<file path="src/rtl/rsg_pkg.sv">
package rsg_pkg;
   localparam int MAX_DATA_W = 256;
   localparam int MAX_KEEP_W = 8;
   localparam int TUSER_W    = 85;
   localparam int DESC_DW    = 4;
   // sideband field positions, fixed by the downstream decoder
   localparam int U_FBE   = 0;
   localparam int U_LBE   = 4;
   localparam int U_PBE   = 8;
   localparam int U_SOP   = 40;
   localparam int U_DISC  = 41;
   localparam int U_HINT  = 42;
   localparam int U_HTYPE = 43;
   localparam int U_TAG   = 45;
   localparam int U_PAR   = 53;

   typedef enum logic [2:0] {
      RK_MEM_RD   = 3'd0,
      RK_MEM_WR   = 3'd1,
      RK_IO_RD    = 3'd2,
      RK_IO_WR    = 3'd3,
      RK_ATOMIC   = 3'd4,
      RK_MSG      = 3'd5,
      RK_MSG_DATA = 3'd6
   } req_kind_t;

   typedef enum logic [1:0] {S_IDLE, S_FILL, S_SEND} gen_state_t;
endpackage

</file>
<file path="src/rtl/rsg_be_rules.sv">
module rsg_be_rules
   import rsg_pkg::*;
#(
   parameter int LEN_W = 11
) (
   input  logic [2:0]       kind,
   input  logic [LEN_W-1:0] len,
   input  logic [3:0]       fe_in,
   input  logic [3:0]       le_in,
   output logic [3:0]       fe_eff,
   output logic [3:0]       le_eff,
   output logic [LEN_W-1:0] pay_cnt
);
   logic forced;
   logic has_pay;

   always_comb begin
      forced  = 1'b0;
      has_pay = 1'b0;
      unique case (req_kind_t'(kind))
         RK_MEM_WR, RK_IO_WR: has_pay = 1'b1;
         RK_ATOMIC, RK_MSG_DATA: begin
            has_pay = 1'b1;
            forced  = 1'b1;
         end
         default: ;
      endcase
      fe_eff  = forced ? 4'hF : fe_in;
      le_eff  = forced ? 4'hF : ((len <= LEN_W'(1)) ? 4'h0 : le_in);
      pay_cnt = has_pay ? len : '0;
   end
endmodule

</file>
<file path="src/rtl/rsg_lane_be.sv">
module rsg_lane_be #(
   parameter int LEN_W = 11
) (
   input  logic [LEN_W-1:0] pay_idx,
   input  logic [LEN_W-1:0] pay_cnt,
   input  logic [3:0]       fe,
   input  logic [3:0]       le,
   output logic [3:0]       be
);
   always_comb begin
      if (pay_idx == '0)                        be = fe;
      else if (pay_idx == pay_cnt - LEN_W'(1))  be = le;
      else                                      be = 4'hF;
   end
endmodule

</file>
<file path="src/rtl/rsg_parity.sv">
module rsg_parity #(
   parameter int DATA_W = 256
) (
   input  logic [DATA_W-1:0] data,
   output logic [31:0]       par
);
   localparam int NB = DATA_W / 8;

   for (genvar i = 0; i < 32; i++) begin : g_byte
      if (i < NB) begin : g_used
         assign par[i] = ~^data[8*i +: 8];
      end else begin : g_tied
         assign par[i] = 1'b0;
      end
   end
endmodule

</file>
<file path="src/rtl/request_sideband_gen.sv">
module request_sideband_gen
   import rsg_pkg::*;
#(
   parameter int DATA_W = 256,
   parameter int LEN_W  = 11
) (
   input  logic              clk,
   input  logic              rst_n,
   input  logic              req_valid,
   output logic              req_ready,
   input  logic [2:0]        req_type,
   input  logic [LEN_W-1:0]  req_len,
   input  logic [3:0]        req_first_be,
   input  logic [3:0]        req_last_be,
   input  logic              req_hint_present,
   input  logic [1:0]        req_hint_type,
   input  logic [7:0]        req_steer_tag,
   input  logic [127:0]      req_desc,
   input  logic              pl_valid,
   output logic              pl_ready,
   input  logic [31:0]       pl_data,
   output logic              m_tvalid,
   input  logic              m_tready,
   output logic [255:0]      m_tdata,
   output logic [7:0]        m_tkeep,
   output logic              m_tlast,
   output logic [84:0]       m_tuser
);
   localparam int NDW    = DATA_W / 32;
   localparam int NB     = DATA_W / 8;
   localparam int SLOT_W = $clog2(NDW);
   localparam int CNT_W  = LEN_W + 1;

   if (!(DATA_W == 64 || DATA_W == 128 || DATA_W == 256)) begin : g_bad_width
      $error("request_sideband_gen: DATA_W must be 64, 128 or 256");
   end
   if (LEN_W < 2) begin : g_bad_len
      $error("request_sideband_gen: LEN_W must be at least 2");
   end

   gen_state_t        st;
   logic [CNT_W-1:0]  idx, last_idx;
   logic [127:0]      desc_q;
   logic [3:0]        fe_q, le_q;
   logic [LEN_W-1:0]  pcnt_q;
   logic              hint_q;
   logic [1:0]        htype_q;
   logic [7:0]        tag_q;
   logic              sop_q, last_q;
   logic [DATA_W-1:0] bdata;
   logic [NDW-1:0]    bkeep;
   logic [NB-1:0]     bpbe;

   logic [3:0]        fe_eff, le_eff, lane_be;
   logic [LEN_W-1:0]  pay_cnt, pay_idx;
   logic [SLOT_W-1:0] slot;
   logic              is_pay, dw_ok, last_dw, beat_end;
   logic [31:0]       dw;
   logic [31:0]       par;
   logic [31:0]       pbe32;

   rsg_be_rules #(.LEN_W(LEN_W)) u_rules (
      .kind(req_type), .len(req_len), .fe_in(req_first_be), .le_in(req_last_be),
      .fe_eff(fe_eff), .le_eff(le_eff), .pay_cnt(pay_cnt)
   );

   assign pay_idx = LEN_W'(idx - CNT_W'(DESC_DW));

   rsg_lane_be #(.LEN_W(LEN_W)) u_lane (
      .pay_idx(pay_idx), .pay_cnt(pcnt_q), .fe(fe_q), .le(le_q), .be(lane_be)
   );

   assign slot     = idx[SLOT_W-1:0];
   assign is_pay   = idx >= CNT_W'(DESC_DW);
   assign dw       = is_pay ? pl_data : desc_q[32*idx[1:0] +: 32];
   assign dw_ok    = !is_pay || pl_valid;
   assign last_dw  = idx == last_idx;
   assign beat_end = last_dw || (slot == SLOT_W'(NDW - 1));

   assign req_ready = st == S_IDLE;
   assign pl_ready  = (st == S_FILL) && is_pay;
   assign m_tvalid  = st == S_SEND;
   assign m_tlast   = last_q;

   always_ff @(posedge clk or negedge rst_n) begin
      if (!rst_n) begin
         st       <= S_IDLE;
         idx      <= '0;
         last_idx <= '0;
         desc_q   <= '0;
         fe_q     <= '0;
         le_q     <= '0;
         pcnt_q   <= '0;
         hint_q   <= 1'b0;
         htype_q  <= '0;
         tag_q    <= '0;
         sop_q    <= 1'b0;
         last_q   <= 1'b0;
         bdata    <= '0;
         bkeep    <= '0;
         bpbe     <= '0;
      end else begin
         unique case (st)
            S_IDLE: if (req_valid) begin
               desc_q   <= req_desc;
               fe_q     <= fe_eff;
               le_q     <= le_eff;
               pcnt_q   <= pay_cnt;
               last_idx <= CNT_W'(pay_cnt) + CNT_W'(DESC_DW - 1);
               hint_q   <= req_hint_present;
               htype_q  <= req_hint_type;
               tag_q    <= req_steer_tag;
               idx      <= '0;
               sop_q    <= 1'b1;
               bdata    <= '0;
               bkeep    <= '0;
               bpbe     <= '0;
               st       <= S_FILL;
            end
            S_FILL: if (dw_ok) begin
               bdata[32*slot +: 32] <= dw;
               bkeep[slot]          <= 1'b1;
               bpbe[4*slot +: 4]    <= is_pay ? lane_be : 4'h0;
               idx                  <= idx + CNT_W'(1);
               if (beat_end) begin
                  last_q <= last_dw;
                  st     <= S_SEND;
               end
            end
            S_SEND: if (m_tready) begin
               if (last_q) begin
                  st <= S_IDLE;
               end else begin
                  st    <= S_FILL;
                  sop_q <= 1'b0;
                  bdata <= '0;
                  bkeep <= '0;
                  bpbe  <= '0;
               end
            end
            default: st <= S_IDLE;
         endcase
      end
   end

   rsg_parity #(.DATA_W(DATA_W)) u_par (.data(bdata), .par(par));

   if (DATA_W == MAX_DATA_W) begin : g_full
      assign m_tdata = bdata;
      assign m_tkeep = bkeep;
      assign pbe32   = bpbe;
   end else begin : g_narrow
      assign m_tdata = {{(MAX_DATA_W - DATA_W){1'b0}}, bdata};
      assign m_tkeep = {{(MAX_KEEP_W - NDW){1'b0}}, bkeep};
      assign pbe32   = {{(32 - NB){1'b0}}, bpbe};
   end

   always_comb begin
      m_tuser                    = '0;
      m_tuser[U_FBE +: 4]        = sop_q ? fe_q : 4'h0;
      m_tuser[U_LBE +: 4]        = sop_q ? le_q : 4'h0;
      m_tuser[U_PBE +: 32]       = pbe32;
      m_tuser[U_SOP]             = sop_q;
      m_tuser[U_DISC]            = 1'b0;
      m_tuser[U_HINT]            = sop_q & hint_q;
      m_tuser[U_HTYPE +: 2]      = sop_q ? htype_q : 2'b00;
      m_tuser[U_TAG +: 8]        = sop_q ? tag_q : 8'h00;
      m_tuser[U_PAR +: 32]       = par;
   end
endmodule

</file>
<file path="config.mk">
export PLATFORM = sky130hd
export DESIGN_NAME = request_sideband_gen
export DESIGN_NICKNAME = d
export VERILOG_FILES = /design/src/rtl/rsg_pkg.sv /design/src/rtl/rsg_be_rules.sv /design/src/rtl/rsg_lane_be.sv /design/src/rtl/rsg_parity.sv /design/src/rtl/request_sideband_gen.sv
export SDC_FILE = /design/constraint.sdc
export NUM_CORES = 1
export LEC_CHECK = 0
export BUFFER_PORTS_ARGS = -buffer_cell sky130_fd_sc_hd__buf_4
export CAP_MARGIN = 15
export CORE_ASPECT_RATIO = 0.6
export CORE_MARGIN = 1.5
export CORE_UTILIZATION = 38
export DETAILED_ROUTE_END_ITERATION = 16
export MAX_ROUTING_LAYER = met4
export RECOVER_POWER = 50
export SETUP_SLACK_MARGIN = 0.2
export SLEW_MARGIN = 20
export SYNTH_ARGS = -nofsm -noshare
export SYNTH_HDL_FRONTEND = slang
export SYNTH_SLANG_ARGS = --single-unit
</file>
<file path="constraint.sdc">
create_clock -name clk -period 3.7 [get_ports clk]
set_input_delay 0.74 -clock clk [delete_from_list [all_inputs] [get_ports clk]]
set_output_delay 0.74 -clock clk [all_outputs]
set_load 0.03 [all_outputs]
</file>
Word-level counts from Yosys, hierarchy flattened
Cells that the tools add are included.

Flip-flop bits (word level): 482. Logic and storage cells: 142.

Add/sub/neg operators: 6. Magnitude comparators: 4. Equal/unequal tests: 14. Shift operators: 5. Multiplexer cells: 46. Bitwise gates (word level): 2. Reductions and logical operators: 50.

Operators with widths (count): $mux 256 (4); $pmux 256 s3 (1); $bwmux 256 (1); $reduce_xnor 8->1 (32); $shift 32x34->256 const A (1); $shiftx 32x34->256 (1); $mux 32 (5); $shiftx 128x8->32 (1); $pmux 32 s3 (1); $mux 8 (5); $neg 5->34 (1); $neg 8->34 (1); $shift 4x34->32 const A (1); $shiftx 4x34->32 (1); $bwmux 32 (1); $mux 4 (8); $mux 12 (2); $pmux 12 s2 (1); $pmux 8 s3 (1); $add 11x2->12 const B (1); $add 12x1->12 const B (1); $eq 12x12->1 (1); $ge 12x3->1 const B (1); $eq 11x11->1 (1); other kinds (33) (53).

Depth between registers and ports, before layout
Depth after elaboration: 9. Mapped depth: 12. Mapped depth without buffers: 9.

Cells and area by module
From an unflattened synthesis, not the netlist that was laid out.

Cells, all modules: 2016. Area, all modules: 22600.4 µm².

Modules (own cells, without submodules): request_sideband_gen (times used 1, cells an instance 1693, area each 19875.3 µm², seq. area each 12061.6 µm²); rsg_parity (times used 1, cells an instance 224, area each 1961.9 µm², seq. area each 0.0 µm²); rsg_lane_be (times used 1, cells an instance 72, area each 578.1 µm², seq. area each 0.0 µm²); rsg_be_rules (times used 1, cells an instance 27, area each 185.2 µm², seq. area each 0.0 µm²).

Worst setup path before layout
OpenSTA, ideal clock, no wires.

Kind: reg2out. Start: reg idx[2]. End: out pl_ready. Data arrival time: 1958 ps. Data required time: 2960 ps. Setup slack: 1002 ps. Stages on the path, launching flop included: 9. Cells stage by stage: dfrtp_1 -> buf_2 -> inv_1 -> ha_1 -> nor4b_2 -> nand4_1 -> buf_2 -> buf_2 -> and2_1.

Word-level cells in the longest chain between the ends: 2.

RTL lines: start, declared (RTL line request_sideband_gen.sv:42) `logic [CNT_W-1:0] idx, last_idx;`; start signal, assigned (RTL line request_sideband_gen.sv:124) `idx <= idx + CNT_W'(1);`; $ge 12x3->1 (RTL line request_sideband_gen.sv:74) `assign is_pay = idx >= CNT_W'(DESC_DW);`; $logic_and 1x1->1 (RTL line request_sideband_gen.sv:81) `assign pl_ready = (st == S_FILL) && is_pay;`; end, declared (RTL line request_sideband_gen.sv:20) `output logic pl_ready,`.

No other way between the ends.

Worst setup path in the final report
Start: reg idx[3]. End: out pl_ready.

The elaborated chain is that of the path after synthesis.

==> results.toml <==
[placed_design]
globalplace.congestion = 0.911
dpl-instance-area_mm2 = 0.0274
place.port_buffers = 548
dp_hpwl_um = 59400
dp_cells = 3517
pre_cts_ws_ns = 0.304

[synth]
synth_area_leader_cell = "dfrtp_1"
syn_nets = 2449
synth_flop_cell = "dfrtp_1"
yosysSeqAreaShare_pct = 54.9
synthMuxAreaShare_pct = 4.83
syn_area_mm2 = 0.0220
synth_compound_area_share_pct = 9.11
ys.warnings.count = 0
synth_area_leaders = "dfrtp_1 55%, nand2_1 13%, xnor2_1 10%"
synth-edff-count = 0
syn_inst = 2238
avgSynthCellArea_um2 = 9.82
synth_xor_area_share_pct = 11.0
synth-adder-area-share_pct = 0.740
synth_top_area_share_pct = 54.9
ys_types = 64
synth_top_family_by_area = "simple AND/OR/NAND/NOR gates"
ys_async_sr_fraction_pct = 100
ys_ff_latch = 482
synthSimpleGateAreaFrac_pct = 17.2

[worst_hold_path]
hold_end = "desc_q[90]$_DFFE_PN0P_"
min-delay-start = "req_desc[90]"
worstHoldPathCells = 3
hold_class = "input pin to flip-flop"

[global_route]
grt_max_degree = 160
antenna_found_initial = 12
grt_usage_pct = 27.3
grt_overflow_total = 0
grt_pass1_vias = 18400
grt_pass1_wl_um = 118000

[sta]
max_slew_margin_pct = -38.4
fin_crit_ns = 3.30
rsz0062_at_grt = "no"
worst_pin_slew_ns = 2.07
timing.final.crit_share_pct = 89.1
finalWorstSetupSlack_ns = 0.402
slew_violations = 124
finalSetupViolations = 0
fin_setup_tns_ns = 0
max_freq_mhz = 303
skew_ns = 0.0211
hold_viol_final = 0

[setup_path]
start_kind = "flip-flop"
crit_top_cell = "buf_4"
crit_chain = "inv_1, ha_1, nor4b_2, nand4_1, buf_4, and2_1, buf_4"
reg2reg_from = "idx[3]$_DFFE_PN0P_"
worst_r2r_endpoint = "m_tdata[11]$_DFFE_PN0P_"
critPathArrivalTime_ns = 2.56
critPathKind = "flip-flop to primary output"
slowest_delay_ns = 0.46
critPathSlowestCell = "dfrtp_1"
setup.worst_path.end_class = "primary output"
critPathMaxFanout = 13
r2r_setup_slack_ns = 0.52
crit_required_ns = 2.96
reg2reg_depth = 8

[detailed_routing]
wl_per_cell_um = 22.2
drtPass1Iterations = 6
drt_wl_total_um = 80100
postRouteAntennaNets = 0
dr.first_iter.drc_count = 1406
drc = 0
dr_total_vias = 18400
viasPerCell = 5.10

[flow_run]
cap_violations = 3

[clock_tree]
cts_root_buffer = "clkbuf_16"
ctsHoldBuffers = 0
insertion_delay_ns = 0.57
cts_max_level = 2
cts_buffer_depth = 3
cts_tree = "done"
path_clk_slew_ns = 0.07
cts_buffers = 47
cts.sinks = 482

[run_status]
violations = "max-capacitance violations, max-slew violations"
status = "complete, but fails checks"

[pwr]
leakagePower_nw = 13.4
vdd_drop_max_mv = 0.741
p_per_area_mw_per_mm2 = 1120

[finish]
stdcell_count = 3613
areaGrowthSynthToFinish_pct = 29.5
final_area_mm2 = 0.0285
fin_util_pct = 49.6
fillerInstances = 5537
nets = 3010
drive_above_1_share_pct = 22.0

[floorplan]
fp.coreArea_mm2 = 0.0573
die_h_um = 189
num_rows = 68
initial_utilization_pct = 38.3
io-pin-count = 551
dieWidth_um = 314
dieArea_mm2 = 0.0594
[area by class of cell]
cell class	instances	area (um^2)	share of cell area (%)
Multi-Input combinational cell	1633	9530	33.5
Antenna cell	7	17.5	0.0615
Sequential cell	482	12100	42.4
Tap cell	770	963	3.38
Inverter	7	27.5	0.0967
Timing Repair Buffer	628	4230	14.9
Clock buffer	69	1400	4.92
Clock inverter	17	231	0.813
[placed cells by master (no fill, tap or decap), types with 12 or more instances in the layout]
master,netlist,routed
a21oi_1,17,16
and2_1,22,21
buf_4,3,457
clkbuf_1,92,162
clkbuf_16,0,48
clkbuf_8,0,12
dfrtp_1,482,480
ha_1,13,13
mux2i_1,33,21
mux2i_2,0,12
mux4_2,32,32
nand2_1,774,774
nand3_1,14,14
nor2_1,35,35
nor3_1,12,12
o21ai_0,281,281
o21ai_1,35,34
xnor2_1,255,255
xor2_1,20,20
[state kept, by name, indices dropped and copies added, names as in the netlist, 2 cells and up]
| name | count |
|---|---|
| idx | 12 |
| le_q | 4 |
| htype_q | 2 |
| tag_q | 8 |
| st | 2 |
| desc_q | 128 |
| m_tdata | 256 |
| m_tkeep | 8 |
| fe_q | 4 |
| bpbe | 32 |
| pcnt_q | 11 |
| last_idx | 12 |
[power breakdown]
group	total (mW)	internal (mW)	switching, mW
clock network	5.10	2.98	2.12
registers	8.84	7.13	1.71
logic	18.1	6.35	11.7
total	32.0	16.5	15.6
[per-stage QoR]
stage	hold WS, ns	total power [mW]
floorplan	0.438	19.4
global placement	0.453	27.0
detailed placement	0.455	27.3
CTS	0.133	32.5
global route	0.342	33.7
finish	0.365	32.0
[Yosys cell counts (all sizes together), types with 3 or more instances]
| cell type | n |
|---|---|
| nor2 | 37 |
| nor4b | 3 |
| o21ai | 318 |
| xor2 | 20 |
| nand2b | 6 |
| ha | 13 |
| a22o | 4 |
| and3 | 9 |
| and4 | 4 |
| and2 | 22 |
| nor4 | 4 |
| inv | 5 |
| mux2i | 33 |
| xnor2 | 255 |
| dfrtp | 482 |
| nor2b | 4 |
| o41ai | 5 |
| nand3 | 14 |
| buf | 23 |
| nand2 | 775 |
| nor3 | 14 |
| nand4 | 11 |
| mux4 | 32 |
| a31oi | 5 |
| clkbuf | 93 |
| a21oi | 19 |
[timing repair]
action / CTS / global route
endpoints found under the setup margin: 1 / 129
setup buffers: 1 / 0
pin swaps: 1 / 0
gates resized for setup: 1 / 1
[critical path, delay by kind of cell (launching register included)]
family | cells | cell delay [ns]
and+or+nand+nor | 3 | 0.68
buffers and inverters | 3 | 0.59
DFF | 1 | 0.46
adders and majority gates | 1 | 0.27
[worst max path at each step]
stage	startpoint	end	slack [ns]	depth (start not counted)
3_5_place_dp	idx[0]$_DFFE_PN0P_	m_tdata[201]$_DFFE_PN0P_	0.30	9
5_1_grt	rst_n	m_tdata[178]$_DFFE_PN0P_	0.18	3
2_1_floorplan	idx[2]$_DFFE_PN0P_	pl_ready	1.00	8
6_report	idx[3]$_DFFE_PN0P_	pl_ready	0.40	7
4_1_cts	idx[3]$_DFFE_PN0P_	m_tdata[201]$_DFFE_PN0P_	0.29	9
3_3_place_gp	idx[0]$_DFFE_PN0P_	m_tdata[203]$_DFFE_PN0P_	0.40	9
[cell families (layout without fill, tap and decap cells)]
kind of cell,Yosys count,count (layout)
compound gates,362,362
flops,482,482
other cells,1,8
simple gates,916,916
xor+xnor,275,275
buf+inv,123,721
fa+ha+maj,13,13
mux,66,66
[per-layer routing]
layer / GRT usage [%] / vias to the layer above / wire length [um]
met5: - / - / 0
met4: 6.24 / 0 / 1710
met3: 7.44 / 105 / 7220
met2: 40.8 / 649 / 35800
met1: 37.1 / 9232 / 35400
li1: - / 8458 / -
Note: power is estimated with default switching activity, not from simulation.
